<file path="src/rtl/hs_timer.sv">
module hs_timer #(
  parameter int NUM_CH   = 2,
  parameter int ADDR_W   = 8,
  parameter int SYNC_CYC = 2
) (
  input  logic              clk,
  input  logic              rst_n,
  input  logic              bus_sel,
  input  logic              bus_wr,
  input  logic [ADDR_W-1:0] bus_addr,
  input  logic [31:0]       bus_wdata,
  output logic [31:0]       bus_rdata,
  output logic              irq
);
  localparam int DW   = 32;
  localparam int CW   = 64;
  localparam int PW   = 3;
  localparam int DIVW = (1 << PW) - 1;
  localparam int SW   = $clog2(SYNC_CYC + 1);
  localparam int IW   = ADDR_W - 5;
  localparam logic [ADDR_W-1:0] A_IE  = ADDR_W'(0);
  localparam logic [ADDR_W-1:0] A_ST  = ADDR_W'(4);
  localparam logic [ADDR_W-1:0] A_CH0 = ADDR_W'(16);

  logic [NUM_CH-1:0] ie, sts, evt, clr, en, rel, os;
  logic [NUM_CH-1:0][SW-1:0] stopc;
  logic [NUM_CH-1:0][CW-1:0] cnt;
  logic [NUM_CH-1:0][DW-1:0] rd_ch;

  wire wr_en  = bus_sel & bus_wr;
  wire in_win = (bus_addr >= A_CH0) && (bus_addr[1:0] == 2'b00);
  wire [ADDR_W-3:0] woff = bus_addr[ADDR_W-1:2] - (ADDR_W-2)'(4);
  wire [2:0] sub = woff[2:0];
  wire [IW-1:0] ch_sel = woff[ADDR_W-3:3];

  assign clr = (wr_en && bus_addr == A_ST) ? bus_wdata[NUM_CH-1:0] : '0;
  assign irq = |(sts & ie);

  for (genvar n = 0; n < NUM_CH; n++) begin : g_ch
    logic            en_r, rel_r, os_r;
    logic [PW-1:0]   pre_r;
    logic [SW-1:0]   stop_r;
    logic [DIVW-1:0] pc_r;
    logic [CW-1:0]   iv_r, cn_r;

    wire sel_ch = in_win && (ch_sel == IW'(n));
    wire w_ctl  = wr_en && sel_ch && sub == 3'd0;
    wire w_ilo  = wr_en && sel_ch && sub == 3'd1;
    wire w_ihi  = wr_en && sel_ch && sub == 3'd2;
    wire run    = en[n] | (stopc[n] != '0);
    wire [DIVW-1:0] mask = ~({DIVW{1'b1}} << pre_r);
    wire tick   = run && ((pc_r & mask) == mask);

    assign en[n]    = en_r;
    assign rel[n]   = rel_r;
    assign os[n]    = os_r;
    assign stopc[n] = stop_r;
    assign cnt[n]   = cn_r;
    assign evt[n]   = tick && !rel[n] && (cnt[n] == '0);

    always_ff @(posedge clk or negedge rst_n) begin
      if (!rst_n) begin
        en_r   <= 1'b0;
        rel_r  <= 1'b0;
        os_r   <= 1'b0;
        pre_r  <= '0;
        stop_r <= '0;
        pc_r   <= '0;
        iv_r   <= '0;
        cn_r   <= '0;
      end else begin
        pc_r <= run ? pc_r + 1'b1 : '0;
        if (stop_r != '0) stop_r <= stop_r - 1'b1;
        if (tick) begin
          if (rel_r) begin
            cn_r  <= iv_r;
            rel_r <= 1'b0;
          end else if (cn_r == '0) begin
            if (os_r) en_r <= 1'b0;
            else      cn_r <= iv_r;
          end else begin
            cn_r <= cn_r - 1'b1;
          end
        end
        if (w_ctl) begin
          en_r  <= bus_wdata[0];
          rel_r <= bus_wdata[1];
          pre_r <= bus_wdata[PW+3:4];
          os_r  <= bus_wdata[7];
          if (en_r && !bus_wdata[0]) stop_r <= SW'(SYNC_CYC);
        end
        if (w_ilo) iv_r[DW-1:0]  <= bus_wdata;
        if (w_ihi) iv_r[CW-1:DW] <= bus_wdata;
      end
    end

    always_comb begin
      rd_ch[n] = '0;
      if (sel_ch) begin
        case (sub)
          3'd0:    rd_ch[n] = {24'b0, os[n], pre_r, 2'b00, rel[n], en[n]};
          3'd1:    rd_ch[n] = iv_r[DW-1:0];
          3'd2:    rd_ch[n] = iv_r[CW-1:DW];
          3'd3:    rd_ch[n] = cnt[n][DW-1:0];
          3'd4:    rd_ch[n] = cnt[n][CW-1:DW];
          default: rd_ch[n] = '0;
        endcase
      end
    end
  end

  always_ff @(posedge clk or negedge rst_n) begin
    if (!rst_n) begin
      ie  <= '0;
      sts <= '0;
    end else begin
      sts <= (sts & ~clr) | evt;
      if (wr_en && bus_addr == A_IE) ie <= bus_wdata[NUM_CH-1:0];
    end
  end

  always_comb begin
    bus_rdata = '0;
    if (bus_sel && !bus_wr) begin
      if (bus_addr == A_IE)      bus_rdata = DW'(ie);
      else if (bus_addr == A_ST) bus_rdata = DW'(sts);
      else
        for (int i = 0; i < NUM_CH; i++) bus_rdata = bus_rdata | rd_ch[i];
    end
  end
endmodule

</file>
<file path="config.mk">
export PLATFORM = sky130hd
export DESIGN_NAME = hs_timer
export DESIGN_NICKNAME = d
export VERILOG_FILES = /design/src/rtl/hs_timer.sv
export SDC_FILE = /design/constraint.sdc
export NUM_CORES = 1
export LEC_CHECK = 0
export BUFFER_PORTS_ARGS = -buffer_cell sky130_fd_sc_hd__buf_2
export CAP_MARGIN = 40
export CORE_ASPECT_RATIO = 1.4
export CORE_UTILIZATION = 40
export DETAILED_ROUTE_END_ITERATION = 10
export PLACE_DENSITY = 0.64
export SYNTH_ARGS = -nofsm -noshare
export SYNTH_HDL_FRONTEND = slang
export SYNTH_SLANG_ARGS = --single-unit
</file>
<file path="constraint.sdc">
create_clock -name clk -period 4.1 [get_ports clk]
set_input_delay 0.615 -clock clk [delete_from_list [all_inputs] [get_ports clk]]
set_output_delay 0.615 -clock clk [all_outputs]
set_load 0.01 [all_outputs]
</file>
# After elaboration in Yosys (flattened, before gate mapping)
# Index checks and enable logic that the tools add are counted.
[classes]
n_addsub = 7
multipliers = 0
div_mod_pow = 0
order_cmp = 1
n_eq_ne = 12
shifts = 2
muxes = 36
bitwise = 12
n_reduce_logical = 45
[op_table]
columns = ["operator", "n"]
rows = [
  ["$mux 64", 6],
  ["$pmux 32 s5", 2],
  ["$mux 32", 5],
  ["$logic_not 64->1", 2],
  ["$sub 64x1->64 const B", 2],
  ["$or 32x32->32", 1],
  ["$logic_and 1x1->1", 22],
  ["$reduce_bool 2->1", 8],
  ["$add 7x1->7 const B", 2],
  ["$and 7x7->7", 2],
  ["$eq 7x7->1", 2],
  ["$mux 1", 14],
  ["$mux 2", 7],
  ["$mux 7", 2],
  ["$not 7->7", 2],
  ["$shl 7x3->7 const A", 2],
  ["$eq 8x3->1 const B", 1],
  ["$ge 8x5->1 const B", 1],
  ["$logic_not 8->1", 1],
  ["$reduce_and 4->1", 2],
  ["$eq 3x1->1 const B", 2],
  ["$eq 3x2->1 const B", 2],
  ["$logic_not 3->1", 2],
  ["$ne 3x3->1 const B", 2],
  ["13 further kinds", 21],
]
[word_totals]
reg_bits = 290
latch_bits = 0
ram_bits = 0
rom_bits = 0
in_bits = 44
output_inout_bits = 33
elab_cells = 135
memories = 0

# Logic depth before layout (Yosys ltp)
[depth]
ltp_word = 8
mapped_depth = 12
ltp_nobuf = 9

# Worst setup path after synthesis
# OpenSTA, ideal clock, no wires.
[synth_path]
path_type = "input-to-reg"
start = "input bus_addr[4]"
end = "register g_ch[0].iv_r[10]"
setup_ns = 0.125
t_arrival_ns = 3.415
required_time_ns = 3.975
slack_ns = 0.560
stages = 11
cell_sequence = "buf_1 clkbuf_1 inv_1 ha_1 nor2_1 nand3_1 a2111oi_0 nand2_1 nor3_1 buf_2 mux2_2"
[synth_via]
elab_chain_cells = 5
word_cells_on_any_way = 8
classes_between = "1 x add/sub; 1 x order compare; 1 x eq/ne; 5 x reduce/logical"
[synth_lines]
columns = ["element", "line", "text"]
rows = [
  ["start, declared", "10", "input logic [ADDR_W-1:0] bus_addr,"],
  ["$sub 6x3->6 or $ge 8x5->1 (tied branches)", "32, 31", ""],
  ["$logic_not 3->1 or $logic_and 1x1->1 (tied branches)", "46, 31", ""],
  ["$logic_and 1x1->1", "46", "wire sel_ch = in_win && (ch_sel == IW'(n));"],
  ["$logic_and 1x1->1", "48", "wire w_ilo = wr_en && sel_ch && sub == 3'd1;"],
  ["$logic_and 1x1->1 *", "48", ""],
  ["end signal, assigned by index", "92", "if (w_ilo) iv_r[DW-1:0] <= bus_wdata;"],
  ["end signal, assigned by index", "93", "if (w_ihi) iv_r[CW-1:DW] <= bus_wdata;"],
  ["end, declared", "44", "logic [CW-1:0] iv_r, cn_r;"],
]
# Every way passes the cells marked *; elsewhere a longest branch is shown, timed or not.
# A chain may end at the register's enable or synchronous reset.

# Final worst setup path
[layout_path]
start = "input bus_addr[4]"
end = "output bus_rdata[15]"
[layout_via]
elab_chain_cells = 8
word_cells_on_any_way = 22
classes_between = "1 x add/sub; 1 x order compare; 6 x eq/ne; 7 x mux; 1 x bitwise; 6 x reduce/logical"
[layout_lines]
columns = ["element", "line", "text"]
rows = [
  ["$sub 6x3->6 or $ge 8x5->1 (tied branches)", "32, 31", ""],
  ["$eq 3x3->1 (tied with other cells)", "100", "case (sub)"],
  ["$pmux 32 s5 or $logic_and 1x1->1 (tied branches)", "100, 46", ""],
  ["$mux 32", "99", "if (sel_ch) begin"],
  ["$or 32x32->32", "128", "for (int i = 0; i < NUM_CH; i++) bus_rdata = bus_rdata | rd_ch[i];"],
  ["$mux 32", "126", "else if (bus_addr == A_ST) bus_rdata = DW'(sts);"],
  ["$mux 32 *", "125", "if (bus_addr == A_IE) bus_rdata = DW'(ie);"],
  ["$mux 32 *", "124", "if (bus_sel && !bus_wr) begin"],
  ["end, declared", "12", "output logic [31:0] bus_rdata,"],
]
# Marks and branches as above.

==> impl_metrics.json <==
{
  "status": "complete, no violations",
  "firstDrtPassIters": 7,
  "r2r_end": "g_ch[0].cn_r[43]",
  "fin_crit_sh_pct": 86.6,
  "ys_seq_area_share_pct": 43.6,
  "crit_buf_inv": 4,
  "vias_per_cell": 6.40,
  "clock_latency_ns": 0.58,
  "synthesis.area_um2": 16700,
  "port_buffers": 76,
  "report.final.slew_viol_count": 0,
  "critPathCaptureType": "output port",
  "synth.net_count": 1826,
  "syn_to_final_growth_pct": 14.0,
  "fin_util_pct": 46.1,
  "r2r_setup_slack_ns": 0.72,
  "power_leakage_nw": 8.36,
  "ctsHoldBuffers": 0,
  "max-vdd-ir-drop_v": 0.000383,
  "clock-sinks": 290,
  "yosys.area.top_type": "dfrtp_1",
  "critPathSlowestCell": "nor2_4",
  "clk_pin_slew_worst_paths_ns": 0.07,
  "critPathArrivalTime_ns": 2.94,
  "fin_crit_ns": 3.55,
  "grt_start_max_net_pins": 108,
  "wl_per_cell_um": 23.4,
  "crit_fanout": 24,
  "die-area_um2": 42500,
  "ioPinCount": 77,
  "ys.flop_type": "dfrtp_1",
  "power_density_nw_per_um2": 539,
  "setup_ws_ns": 0.548,
  "dieWidth_um": 174,
  "finish.net_count": 1860,
  "worst_pin_slew_ns": 0.936,
  "die_h_um": 243,
  "dp_slack_ns": 0.480,
  "cts_setup_buffers": 0,
  "cts_root_buf": "clkbuf_16",
  "core_um2": 41200,
  "setup_viol": 0,
  "synthDistinctLibCells": 74,
  "startpoint_type": "input port",
  "drt_iter0_drc": 1428,
  "cp_cell_sequence": "buf_2 -> buf_4 -> nand2_1 -> nor2_4 -> buf_12 -> a221o_1 -> nor2_1 -> a311oi_1 -> buf_2",
  "post_cts_resized": 0,
  "antenna_found_initial": 1,
  "place.gp.congestion": 0.940,
  "clock_path_buffers": 3,
  "power.total_mw": 10.2,
  "slew_headroom_pct": 37.6,
  "start_util_pct": 40.5,
  "r2r_cells": 7,
  "fmax_ghz": 0.282,
  "cts_buffers": 30,
  "grt_overflow_total": 0,
  "ys_top_cells_by_area": "dfrtp_1 44%, mux2_2 9.5%, o21ai_0 5.0%",
  "cp_data_required_time_ns": 3.48,
  "syn_inst": 1774,
  "syn_avg_cell_area_um2": 9.39,
  "dp_hpwl_um": 38900,
  "first_global_vias": 14500,
  "htree_num_levels": 1,
  "ys_seq_elements": 290,
  "timing.rr.start": "g_ch[0].cn_r[4]",
  "critPathMaxStageDelay_ns": 0.53,
  "hold_violations": 0,
  "fillerInstances": 3950,
  "setup_tns_ns": 0,
  "layout-drive-gt1-share_pct": 20.0,
  "final_antenna_net_count": 0,
  "yosysMostFrequentCell": "dfrtp_1",
  "yosys-top-cells-count": "290 x dfrtp_1, 166 x o21ai_0, 160 x a21oi_1",
  "yosys_warnings": 0,
  "rows": 88,
  "grt_setup_unrepaired": "no",
  "synth.top_cell.area_share_pct": 43.6,
  "hold_path.class": "input port to asynchronous set/reset pin",
  "cts_tree": "yes",
  "drc": 0,
  "grt_first_pass_wirelength_um": 86500,
  "synth-async-reset-ratio_pct": 100,
  "grt_usage_pct": 25.9,
  "finalWirelength_um": 55400,
  "drv_cap": 0,
  "critPathTopFamily": "buffers and inverters",
  "crit_type": "input port to output port",
  "vias": 15200,
  "synth-edff-count": 0,
  "skew_ns": 0.0155,
  "crit_top_cell": "buf_2"
}
## worst max-delay path by stage
stage	cells past startpoint	end	slack (ns)	from
floorplan	11	g_ch[0].iv_r[10]	0.56	bus_addr[4]
global placement	11	g_ch[1].iv_r[53]	0.60	bus_addr[4]
detailed placement	10	g_ch[1].iv_r[56]	0.48	bus_addr[4]
CTS	9	bus_rdata[15]	0.62	bus_addr[4]
global route	9	bus_rdata[29]	0.51	bus_addr[4]
finish	9	bus_rdata[15]	0.55	bus_addr[4]
## state kept, by name, summed over array words and instances, names as in the netlist
| signal | flops |
|---|---|
| g_ch.stop_r | 4 |
| g_ch.iv_r | 128 |
| g_ch.cn_r | 128 |
| g_ch.pre_r | 6 |
| sts | 2 |
| g_ch.pc_r | 14 |
| g_ch.os_r | 2 |
| g_ch.rel_r | 2 |
| ie | 2 |
| g_ch.en_r | 2 |
## cells in the final DEF (no fill, tap or decap), drive strengths merged, types with 11 or more instances in the layout
master	instances
a21oi	160
a221o	21
a22o	48
a22oi	71
a2bb2oi	13
a311oi	26
a31oi	17
and3	16
buf	137
clkbuf	39
dfrtp	290
inv	32
mux2	140
mux2i	13
nand2	90
nand2b	11
nand3	43
nand4	28
nor2	138
nor3	81
nor4	36
o21ai	171
o22a	14
o22ai	15
or3	17
or4	18
## cell families after synthesis
kind of cell | count (synthesis) | synth area share, %
buf+inv | 167 | 4.13
xor+xnor | 8 | 0.421
mux | 153 | 10.2
compound gates | 627 | 24.6
fa+ha+maj | 8 | 0.601
simple gates | 521 | 16.4
flops | 290 | 43.6
## metrics by stage
step                      area (µm²)  hold slack (ns)  instances
final                          19000           0.0768       2372
after global routing           19000            0.175       2372
after CTS                      19000            0.147       2371
after detailed placement       17900            0.454       2316
after global placement         17800            0.445       2311
after floorplan                16700            0.319       1774
## cell type report
class / instances / area (µm²) / area share, %
diodes: 1 / 2.50 / 0.0132
clock buffers: 39 / 826 / 4.35
clock inverters: 16 / 292 / 1.53
inverters: 32 / 120 / 0.632
multi-input cells: 1317 / 8790 / 46.3
flip-flops and latches: 290 / 7260 / 38.2
well taps: 540 / 676 / 3.56
repair buffers: 137 / 1040 / 5.47
## worst reg2reg max path: stages (launching register included)
cell     delay [ns]
dfrtp_1        0.42
or4_1          0.71
nor3_1         0.55
nand4_2        0.41
nor3_4         0.47
nand2_1        0.29
o32ai_1        0.30
a22oi_1        0.13
## power by group
group / switching (mW) / internal [mW]
sequential: 0.774 / 3.35
combinational: 1.90 / 1.09
clock: 1.21 / 1.92
total: 3.88 / 6.36
## routing by layer
metal / wire [µm] / up-vias / GRT usage [%]
li1: - / 6813 / -
met1: 22500 / 7529 / 34.0
met2: 26900 / 722 / 43.4
met3: 3880 / 108 / 2.84
met4: 2080 / 0 / 10.4
met5: 0 / - / 0
Note: power is estimated with default switching activity, not from simulation.
